### src/rtl/cell_switch_pkg.sv
package cell_switch_pkg;

    // Number of switches driven per cell; fixes the control field width.
    localparam int SW_COUNT = 3;

    // Order matches the packet: the first control bit on the wire is neg.
    typedef struct packed {
        logic neg;
        logic ser;
        logic pos;
    } sw_ctrl_t;

endpackage

### src/rtl/cell_switch_shifter.sv
module cell_switch_shifter #(
    parameter int PKT_W = 9,
    parameter int CNT_W = $clog2(PKT_W)
) (
    input  logic             clk,
    input  logic             rst,
    input  logic             sdata,
    output logic [PKT_W-1:0] pkt_o,
    output logic             done_o,
    output logic [CNT_W-1:0] cnt_o
);

    localparam logic [CNT_W-1:0] LAST = CNT_W'(PKT_W - 1);

    typedef struct packed {
        logic [PKT_W-2:0] hist;
        logic [CNT_W-1:0] cnt;
    } shf_state_t;

    shf_state_t st_d, st_q;
    logic [PKT_W-1:0] word;
    logic             last_bit;

    always_comb begin
        word     = {st_q.hist, sdata};
        last_bit = (st_q.cnt == LAST);
        st_d     = st_q;
        if (rst) begin
            st_d = '0;
        end else begin
            st_d.hist = word[PKT_W-2:0];
            st_d.cnt  = last_bit ? '0 : st_q.cnt + 1'b1;
        end
    end

    always_ff @(posedge clk) begin
        st_q <= st_d;
    end

    assign pkt_o  = word;
    assign done_o = last_bit & ~rst;
    assign cnt_o  = st_q.cnt;

endmodule

### src/rtl/cell_switch_match.sv
module cell_switch_match #(
    parameter int                ADDR_W    = 6,
    parameter logic [ADDR_W-1:0] NODE_ADDR = '0
) (
    input  logic [ADDR_W-1:0] addr_i,
    output logic              hit_o
);

    logic [ADDR_W-1:0] bit_eq;

    for (genvar i = 0; i < ADDR_W; i++) begin : g_cmp
        assign bit_eq[i] = ~(addr_i[i] ^ NODE_ADDR[i]);
    end

    assign hit_o = &bit_eq;

endmodule

### src/rtl/cell_switch_latch.sv
module cell_switch_latch
    import cell_switch_pkg::*;
(
    input  logic     clk,
    input  logic     rst,
    input  logic     load,
    input  sw_ctrl_t ctrl_i,
    output sw_ctrl_t ctrl_o
);

    sw_ctrl_t ctrl_d, ctrl_q;

    always_comb begin
        ctrl_d = ctrl_q;
        if (rst) begin
            ctrl_d = '0;
        end else if (load) begin
            ctrl_d = ctrl_i;
        end
    end

    always_ff @(posedge clk) begin
        ctrl_q <= ctrl_d;
    end

    assign ctrl_o = ctrl_q;

endmodule

### src/rtl/cell_switch_node.sv
module cell_switch_node
    import cell_switch_pkg::*;
#(
    parameter int                ADDR_W    = 6,
    parameter logic [ADDR_W-1:0] NODE_ADDR = '0
) (
    input  logic clk,
    input  logic rst,
    input  logic sdata,
    output logic sw_neg_o,
    output logic sw_ser_o,
    output logic sw_pos_o
);

    localparam int PKT_W = ADDR_W + SW_COUNT;
    localparam int CNT_W = $clog2(PKT_W);

    logic [PKT_W-1:0] pkt;
    logic             done;
    logic [CNT_W-1:0] bit_cnt;
    logic             hit;
    logic             load;
    sw_ctrl_t         ctrl_new;
    sw_ctrl_t         ctrl_cur;

    cell_switch_shifter #(
        .PKT_W(PKT_W),
        .CNT_W(CNT_W)
    ) u_shift (
        .clk   (clk),
        .rst   (rst),
        .sdata (sdata),
        .pkt_o (pkt),
        .done_o(done),
        .cnt_o (bit_cnt)
    );

    cell_switch_match #(
        .ADDR_W   (ADDR_W),
        .NODE_ADDR(NODE_ADDR)
    ) u_match (
        .addr_i(pkt[ADDR_W-1:0]),
        .hit_o (hit)
    );

    always_comb begin
        ctrl_new = sw_ctrl_t'(pkt[PKT_W-1:ADDR_W]);
        load     = done & hit;
    end

    cell_switch_latch u_latch (
        .clk   (clk),
        .rst   (rst),
        .load  (load),
        .ctrl_i(ctrl_new),
        .ctrl_o(ctrl_cur)
    );

    assign sw_neg_o = ctrl_cur.neg;
    assign sw_ser_o = ctrl_cur.ser;
    assign sw_pos_o = ctrl_cur.pos;

endmodule

### config.mk
export PLATFORM = sky130hd
export DESIGN_NAME = cell_switch_node
export DESIGN_NICKNAME = d
export VERILOG_FILES = /design/src/rtl/cell_switch_pkg.sv /design/src/rtl/cell_switch_shifter.sv /design/src/rtl/cell_switch_match.sv /design/src/rtl/cell_switch_latch.sv /design/src/rtl/cell_switch_node.sv
export SDC_FILE = /design/constraint.sdc
export NUM_CORES = 1
export LEC_CHECK = 0
export BUFFER_PORTS_ARGS = -buffer_cell sky130_fd_sc_hd__buf_2
export CAP_MARGIN = 0
export CORE_AREA = 3 3 40 42
export DETAILED_ROUTE_END_ITERATION = 6
export DIE_AREA = 0 0 43 45
export GPL_TIMING_DRIVEN = 0
export PLACE_DENSITY = 0.62
export REMOVE_ABC_BUFFERS = 1
export SLEW_MARGIN = 0
export SYNTH_ARGS = -nofsm -noshare
export SYNTH_HDL_FRONTEND = slang
export SYNTH_SLANG_ARGS = --single-unit
### constraint.sdc
create_clock -name clk -period 1.7 [get_ports clk]
set_clock_uncertainty 0.2 [all_clocks]
set_input_delay 0 -clock clk [delete_from_list [all_inputs] [get_ports clk]]
set_output_delay 0 -clock clk [all_outputs]
set_load 0.02 [all_outputs]
* Word level (Yosys, flattened, before mapping)
Index checks and enable logic that the tools add are counted.
** Storage, ports and cells
- Register bits :: 15
- Input bits :: 3
- Word-level logic and storage cells :: 18
** Operators by class
- Add/subtract/negate cells :: 1
- Eq/ne operators :: 1
- Bitwise logic cells :: 9
- Reductions and logical operators :: 2
** Operators with widths (number)
- 1-bit inverter :: 7
- 6-bit AND reduction :: 1
- 4-bit by 1-bit adder with 4-bit output (second input constant) :: 1
- 4-bit equality test (second input constant) :: 1
- 1-bit bitwise AND :: 2
- 2-bit OR reduction :: 1

* Depth between registers and ports, before layout
Gate-level depths: netlist of run 1.
- Depth in word-level cells :: 3
- Mapped depth :: 5

* By module
Synthesis of run 1 repeated with hierarchy kept, for this count alone.
** Unflattened totals
- Cell total of the unflattened synthesis :: 50
- Area, all modules :: 535.5 um^2
** By module, submodules not included
- cell_switch_shifter :: times used 1, cells each 38, area an instance 410.4 um^2, sequential area each 240.2 um^2
- cell_switch_latch :: times used 1, cells each 9, area an instance 101.3 um^2, sequential area each 60.1 um^2
- cell_switch_match :: times used 1, cells each 2, area an instance 17.5 um^2, sequential area each 0.0 um^2
- cell_switch_node :: times used 1, cells each 1, area an instance 6.3 um^2, sequential area each 0.0 um^2

* Worst setup path before layout of run 1
OpenSTA, ideal clock, no wires.
- Kind :: reg2reg
- From :: reg u_shift.st_q (netlist bit u_shift.pkt_o[2])
- To :: reg u_latch.ctrl_q (netlist bit u_latch.ctrl_o[2])
- Setup time :: 0.132 ns
- Arrival time :: 1.126 ns
- Data required time :: 1.368 ns
- Slack :: 0.242 ns
- Cell stages (with the launch flop) :: 4
- Clock period less this slack :: 1.458 ns
- Path through :: dfxtp_1 -> or4_4 -> o31ai_1 -> a21oi_1
** On the way
- Word-level cells in the longest chain between the ends :: 3
** Ends and longest elaborated chain
- start, declared :: line cell_switch_shifter.sv:20 : shf_state_t st_d, st_q;
- start signal, assigned :: line cell_switch_shifter.sv:37 : st_q <= st_d;
- 1-bit inverter :: line cell_switch_match.sv:12 : assign bit_eq[i] = ~(addr_i[i] ^ NODE_ADDR[i]);
- 6-bit AND reduction :: line cell_switch_match.sv:15 : assign hit_o = &bit_eq;
- 1-bit bitwise AND :: line cell_switch_node.sv:48 : load = done & hit;
- end signal, assigned :: line cell_switch_latch.sv:23 : ctrl_q <= ctrl_d;
- end, declared :: line cell_switch_latch.sv:11 : sw_ctrl_t ctrl_d, ctrl_q;
No other way between the ends.
A chain may end at the register's enable or synchronous reset.

* Final worst setup path of run 1
- From :: in rst
- To :: reg u_latch.ctrl_q (netlist bit u_latch.ctrl_o[1])
** On the way
- Word-level cells in the longest chain between the ends :: 3
** Ends and longest elaborated chain
- start, declared :: line cell_switch_node.sv:8 : input logic rst,
- 1-bit inverter :: line cell_switch_shifter.sv:41 : assign done_o = last_bit & ~rst;
- 1-bit bitwise AND :: line cell_switch_shifter.sv:41
- 1-bit bitwise AND :: line cell_switch_node.sv:48
Several ways; a longest one is shown, not always the timed one.

==> results of run 1 <==
-- routing by layer --
layer  share of wire (%)  routed length (µm)  vias to the layer above  global-route usage, %
met4                 1.2                  12                        0                   7.23
met1                  51                 508                      184                   15.5
met2                  44                 436                        5                   16.8
met5                   0                   0                        -                      0
li1                    -                   -                      212                      -
met3                 3.6                  36                        2                   2.79
-- area by class of cell --
| class | instances | area [µm²] | area share, % |
|---|---|---|---|
| well taps | 15 | 18.8 | 2.76 |
| clock buffers | 4 | 26.3 | 3.87 |
| multi-input cells | 35 | 258 | 37.9 |
| inverters | 3 | 11.3 | 1.66 |
| flip-flops and latches | 15 | 300 | 44.2 |
| repair buffers | 9 | 65.1 | 9.58 |
-- cells by family (layout without fill, tap and decap cells) --
| kind of cell | Yosys count | count (layout) |
|---|---|---|
| buffers and inverters | 4 | 16 |
| flip-flops | 15 | 15 |
| adder cells (fa/ha/maj) | 2 | 2 |
| AND/OR/NAND/NOR | 25 | 25 |
| AO/OA/AOI/OAI | 7 | 7 |
| XOR/XNOR | 1 | 1 |
-- Yosys cell counts --
cell type  count  area share (%)
a21boi_0       1             1.3
a21oi_1        2             1.8
and3_1         1             1.1
and3b_1        2             3.1
clkbuf_1       1            0.66
dfxtp_1       15              53
ha_1           2             4.4
inv_1          3             2.0
nand2_1        3             2.0
nand3b_1       1             1.3
nand4_1        3             3.3
nor2_1         2             1.3
nor2b_1        8             8.8
nor3_1         1            0.88
nor4_1         1             1.1
o21ai_0        1            0.88
o311ai_2       2             5.7
o31ai_1        1             1.3
or3_1          1             1.1
or3b_1         1             1.5
or4_4          1             2.0
xnor2_1        1             1.5
-- flip-flops by register name, summed over array words and instances (netlist names) --
signal,count
u_shift.pkt_o,8
u_shift.cnt_o,4
u_latch.ctrl_o,3
-- final timing paths --
check             cells after the start                 to        startpoint  slack (ns)
setup / recovery                      5  u_latch.ctrl_o[1]               rst        0.05
hold / removal                        2  u_latch.ctrl_o[2]  u_shift.pkt_o[8]        0.26
setup reg to reg                      5  u_latch.ctrl_o[1]  u_shift.cnt_o[0]        0.15
hold reg to reg                       2  u_latch.ctrl_o[2]  u_shift.pkt_o[8]        0.26
-- worst max-delay path: stages --
cell,delay (ns)
dlygate4sd3_1,0.53
buf_2,0.15
or4_4,0.58
o311ai_2,0.28
nand2_1,0.08
-- power breakdown --
group | internal (mW) | total [mW] | switching (mW)
Sequential | 0.361 | 0.370 | 0.00930
Clock | 0.0907 | 0.192 | 0.102
Combinational | 0.0232 | 0.0476 | 0.0243
Total | 0.475 | 0.610 | 0.135
-- per-stage QoR --
stage                     hold slack [ns]  utilization [%]  area [µm²]
after floorplan                    -0.131                -         564
after detailed placement           0.0733             47.3         608
after global placement             0.0347             47.3         608
final                               0.262             52.9         679
after global routing                0.283             52.9         679
after CTS                           0.262             52.5         674
-- repair_timing --
item / CTS / global route
resized for setup: 0 / 1
hold buffers: 4 / 0
endpoints found under the setup margin: 0 / 1
endpoints found under the hold margin: 12 / 0
==> results.cfg, run 1 <==
[die]
core-area_um2 = 1280
fp-row-count = 13
die_area_um2 = 1940
initial_core_util_pct = 44.2
io-pin-count = 6
die_h_um = 45
die_x_um = 43

[yosys]
synth_top_family_by_area = simple AND/OR/NAND/NOR gates
yosysUniqueCellTypes = 22
synth_xor_area_share_pct = 1.54
synth_adder_area_share_pct = 4.41
ys.warnings.count = 0
ys_ff_latch = 15
syn_inst = 54
muxShareOfSynthArea_pct = 0
avgSynthCellArea_um2 = 10.5
synth-simple-area-share_pct = 27.5
syn-cell-area_um2 = 568
seq_area_frac_synth_pct = 52.9
synth_compound_area_share_pct = 11.0

[cts]
clk_latency_ns = 0.27
cts_tree = yes
clk_path_buf_depth = 2
clock_sinks = 15
cts_setup_buffers = 0
cts-root-buf = clkbuf_4
path_clk_slew_ns = 0.08
cts_inserted_buffers = 3
htree_levels = 1

[placed_design]
hpwl_um = 672
pre_cts_slack_ns = 0.175
port_buffers = 5
gp_congestion = 0.665
numPlacedInstances = 73

[drt]
drc = 0
wl_per_cell_um = 12.3
viasPerCell = 4.98
drt-initial-drc-count = 6
drt_wl_total_um = 994
routed-via-count = 403
ant_nets = 0
dr.pass1.iters = 2

[worst_setup_path]
required_ns = 1.66
end_kind = flop
critPathMaxFanout = 5
critPathKind = in -> reg
start_kind = primary input
arrival_ns = 1.61

[cells_and_area]
syn_to_final_growth_pct = 19.6
mostFrequentLayoutCell = dfxtp_1
stdcell_count = 81
n_antenna_cell = 0
drive_gt1_share_pct = 18.2
final_cell_mix = dfxtp_1, nor2b_1, buf_2
final_nets = 72
fill_cells = 130

[global_routing]
grt_pass1_wl_um = 1650
grt.total_usage_pct = 11.6
grt_pass1_vias = 381
grt_max_degree = 10
antenna_found_initial = 0
grt_overflow_total = 0

[timing]
max_slew.worst_pin.slew_ns = 0.469
setup_tns_ns = 0
grt_setup_unrepaired = no
hold_viol = 0
layout_setup_ws_ns = 0.0500
relSlewSlack_pct = 68.4
slew_violations = 0
fin_crit_ns = 1.65
setup_viol = 0
post-route-period-util_pct = 97.1
fmax_mhz = 606

[pwr]
ir_worst_vdd_v = 0.000516
power.density_nw_per_um2 = 898
leakage_nw = 0.285
power_mw = 0.610

[worst_hold_path]
hp-class = reg -> reg

[outcome]
status = completed

[run]
cap_violations = 0
Power figures use the tool's default switching activity.
==> run 2, diff against run 1 <==
- CTS_CLUSTER_DIAMETER: unset -> 40
- REMOVE_ABC_BUFFERS: 1 -> unset
- clock period: 1.7 -> 1.8 ns (I/O delays scaled with it)
==> run 2 against run 1 <==
Net effect: wire length is 8.4% lower; combinational power fell by 15%; flip-flop and latch count unchanged; non-clock buffer count fell by 1; worst hold slack worse by 0.011 ns; register-to-register slack better by 0.11 ns; final cell count down 1.2%; die area did not move; critical path depth unchanged; critical path type unchanged.
==> results.cfg, run 2 (synthesis gave the netlist of run 1 again) <==
[outcome]
status = completed

[worst_setup_path]
path_delay_family = buffers and inverters
end_kind = flop
critical_path.cell_chain = dlygate4sd3_1, buf_2, or4_4, o31ai_1, a21oi_1
critPathKind = in -> reg
cp_slowest_cell = or4_4
critical_path.max_stage_delay_ns = 0.55
critPathMaxFanout = 4
path_buf_inv = 2
required_ns = 1.75
start_kind = primary input
arrival_ns = 1.57

[placed_design]
gp_congestion = 0.641
placed_area_um2 = 612
pre_cts_slack_ns = 0.276
hpwl_um = 695
port_buffers = 5

[drt]
ant_nets = 0
drt-initial-drc-count = 2
viasPerCell = 5.15
wl_per_cell_um = 11.4
routed-via-count = 412
drt_wl_total_um = 911
dr.pass1.iters = 3
drc = 0

[cells_and_area]
drive_gt1_share_pct = 16.9
final_cell_mix = dfxtp_1, nor2b_1, buf_2
largest_reg_flops = 8
final_area_um2 = 658
fill_cells = 122
final_nets = 71
syn_to_final_growth_pct = 15.9
n_antenna_cell = 0
utilization_pct = 51.2
mostFrequentLayoutCell = dfxtp_1

[die]
fp-row-count = 13
initial_core_util_pct = 44.2
core-area_um2 = 1280
io-pin-count = 6
die_area_um2 = 1940
die_h_um = 45
die_x_um = 43

[timing]
grt_setup_unrepaired = no
layout_setup_ws_ns = 0.179
setup_tns_ns = 0
setup_viol = 0
max_slew.worst_pin.slew_ns = 0.495
fmax_mhz = 617
hold_viol = 0
fin_crit_ns = 1.62
post-route-period-util_pct = 90.1
slew_violations = 0
relSlewSlack_pct = 66.7

[cts]
path_clk_slew_ns = 0.09
cts-root-buf = clkbuf_4
cts_inserted_buffers = 3
clk_path_buf_depth = 2
clk_latency_ns = 0.27
htree_levels = 1
clock_sinks = 15
cts_setup_buffers = 0
cts_tree = yes

[pwr]
ir_worst_vdd_v = 0.000423
power_mw = 0.574
power.internal_mw = 0.446
power.density_nw_per_um2 = 873
leakage_nw = 0.276
seqPwrFrac_pct = 60.8
p_switching_mw = 0.129
p_comb_share_pct = 7.1
swShare_pct = 22.4
p_clk_share_pct = 32.1

[global_routing]
grt_max_degree = 11
grt_pass1_wl_um = 1500
grt.total_usage_pct = 10.6
grt_pass1_vias = 382
grt_overflow_total = 0
antenna_found_initial = 0

[yosys]
syn_nets = 59

[worst_hold_path]
hp-class = reg -> reg

[run]
cap_violations = 0
run 2: stage by stage:
stage	hold slack, ns	std cells
2_1_floorplan	-0.0718	54
3_3_place_gp	0.0398	74
3_5_place_dp	0.0534	74
4_1_cts	0.258	80
5_1_grt	0.277	80
6_report	0.251	80
run 2: power by group through the flow:
stage                     Clock [mW]  Combinational (mW)  Sequential, mW
final                          0.185              0.0406           0.349
after global routing           0.198              0.0468           0.351
after CTS                      0.192              0.0414           0.349
after detailed placement           0              0.0372           0.357
after global placement             0              0.0367           0.356
after floorplan                    0              0.0283           0.355
run 2: what timing repair did:
item                                    in CTS  in global routing
endpoints found under the setup margin       0                  0
endpoints found under the hold margin        7                  0
hold buffers                                 2                  0
resized for setup                            0                  0
run 2: final timing paths:
path | startpoint | endpoint | slack, ns | cells past startpoint
setup / recovery | rst | u_latch.ctrl_o[2] | 0.18 | 5
hold / removal | u_shift.pkt_o[7] | u_latch.ctrl_o[1] | 0.25 | 2
setup reg to reg | u_shift.pkt_o[2] | u_latch.ctrl_o[2] | 0.26 | 3
hold reg to reg | u_shift.pkt_o[7] | u_latch.ctrl_o[1] | 0.25 | 2
run 2: area by class of cell:
class | count | area [µm²] | area share [%]
flip-flops and latches | 15 | 300 | 45.6
multi-input cells | 35 | 253 | 38.4
repair buffers | 7 | 45.0 | 6.84
clock buffers | 4 | 26.3 | 3.99
well taps | 15 | 18.8 | 2.85
inverters | 3 | 11.3 | 1.71
plain buffers | 1 | 3.75 | 0.570
run 2: routing by layer:
metal | GRT usage [%] | share of wire, %
met1 | 11.8 | 50
met2 | 18.3 | 44
met3 | 3.59 | 4.8
met4 | 5.42 | 1.3
met5 | 0 | 0
run 2: tightest hold or removal path, delay by kind of cell, from the launching register on:
kind,cells,cell delay [ns]
flip-flops,1,0.32
AND/OR/NAND/NOR,2,0.10
==> run 3, diff against run 2 <==
- PLACE_DENSITY: 0.62 -> 0.6
==> run 3 against run 2 <==
Net effect: design area unchanged; clock power about the same; register-to-register slack about the same; die area unchanged; critical path type unchanged; largest power group unchanged; highest routed layer unchanged.
==> results.cfg, run 3 (synthesis gave the netlist of run 1 again) <==
[cells_and_area]
multi_input_area_um2 = 253
mostFrequentLayoutCell = dfxtp_1
syn_to_final_growth_pct = 15.9
largest_reg_flops = 8
n_antenna_cell = 0
final_nets = 71
final_cell_mix = dfxtp_1, nor2b_1, buf_2
regArea_um2 = 300
fill_cells = 124
drive_gt1_share_pct = 16.9

[drt]
viasPerCell = 5.08
dr.pass1.iters = 2
drt-initial-drc-count = 5
drc = 0
wl_per_cell_um = 11.4
ant_nets = 0
drt_wl_total_um = 911
routed-via-count = 406

[yosys]
syn_nets = 59

[die]
fp-row-count = 13
die_x_um = 43
die_h_um = 45
die_area_um2 = 1940
initial_core_util_pct = 44.2
io-pin-count = 6
core-area_um2 = 1280

[cts]
path_clk_slew_ns = 0.08
cts-root-buf = clkbuf_4
clock_sinks = 15
clk_path_buf_depth = 2
htree_levels = 1
cts_setup_buffers = 0
clk_latency_ns = 0.28
cts_inserted_buffers = 3
cts-resized-gates = 0
cts_tree = yes

[worst_setup_path]
end_kind = flop
critPathKind = in -> reg
start_kind = primary input
arrival_ns = 1.59
required_ns = 1.77
r2r_slack_ns = 0.26
critPathMaxFanout = 4

[global_routing]
grt_overflow_total = 0
grt_max_degree = 11
grt.total_usage_pct = 11.0
antenna_found_initial = 0
grt_pass1_vias = 366
grt_pass1_wl_um = 1550

[pwr]
power_mw = 0.575
leakage_nw = 0.276
power.density_nw_per_um2 = 874
ir_worst_vdd_v = 0.000446

[timing]
slew_violations = 0
setup_viol = 0
relSlewSlack_pct = 68.3
fmax_mhz = 617
grt_setup_unrepaired = no
post-route-period-util_pct = 90.0
max_slew.worst_pin.slew_ns = 0.471
layout_setup_ws_ns = 0.179
hold_viol = 0
fin_crit_ns = 1.62
setup_tns_ns = 0

[outcome]
status = completed

[placed_design]
port_buffers = 5
gp_congestion = 0.671
hpwl_um = 700
pre_cts_slack_ns = 0.268

[worst_hold_path]
hp-class = reg -> reg

[run]
cap_violations = 0
[run 3: cell counts in the layout (fill, tap and decap cells not counted)]
No cell type changed its count.
[run 3: what timing repair did]
action | CTS | global route
endpoints found under the setup margin | 0 | 0
endpoints found under the hold margin | 7 | 0
hold buffers | 2 | 0
[run 3: power breakdown]
group,switching [mW],internal (mW)
Clock,0.0999,0.0860
Combinational,0.0207,0.0193
Sequential,0.00858,0.341
[run 3: worst paths after layout]
check | start | endpoint | cells past startpoint
setup reg to reg | u_shift.pkt_o[2] | u_latch.ctrl_o[0] | 3
hold / removal | u_latch.ctrl_o[1] | u_latch.ctrl_o[1] | 2
setup / recovery | rst | u_latch.ctrl_o[0] | 5
hold reg to reg | u_latch.ctrl_o[1] | u_latch.ctrl_o[1] | 2
[run 3: per-layer routing]
metal | vias up | track usage [%] | part of all wire, % | wire [µm]
li1 | 212 | - | - | -
met3 | 4 | 2.39 | 4.2 | 38
met1 | 184 | 14.7 | 53 | 480
met2 | 6 | 15.0 | 40 | 367
met4 | 0 | 9.04 | 2.6 | 24
met5 | - | 0 | 0 | 0
[run 3: through the flow]
| step | instances | util (%) | instance area [µm²] | hold slack, ns |
|---|---|---|---|---|
| finish | 80 | 51.2 | 658 | 0.268 |
| CTS | 80 | 51.2 | 658 | 0.274 |
| detailed placement | 74 | 47.6 | 612 | 0.0438 |
| floorplan | 54 | - | 568 | -0.0718 |
| global placement | 74 | 47.6 | 612 | 0.0425 |
| global route | 80 | 51.2 | 658 | 0.295 |
[run 3: worst max-delay path, stage by stage]
cell and delay (ns):
dlygate4sd3_1 0.53, buf_2 0.14, or4_4 0.56, o311ai_2 0.27
nand2_1 0.09
[run 3: area by class of cell]
type                    instances  area share [%]
plain buffers                   1           0.570
clock buffers                   4            3.99
inverters                       3            1.71
multi-input cells              35            38.4
flip-flops and latches         15            45.6
well taps                      15            2.85
repair buffers                  7            6.84
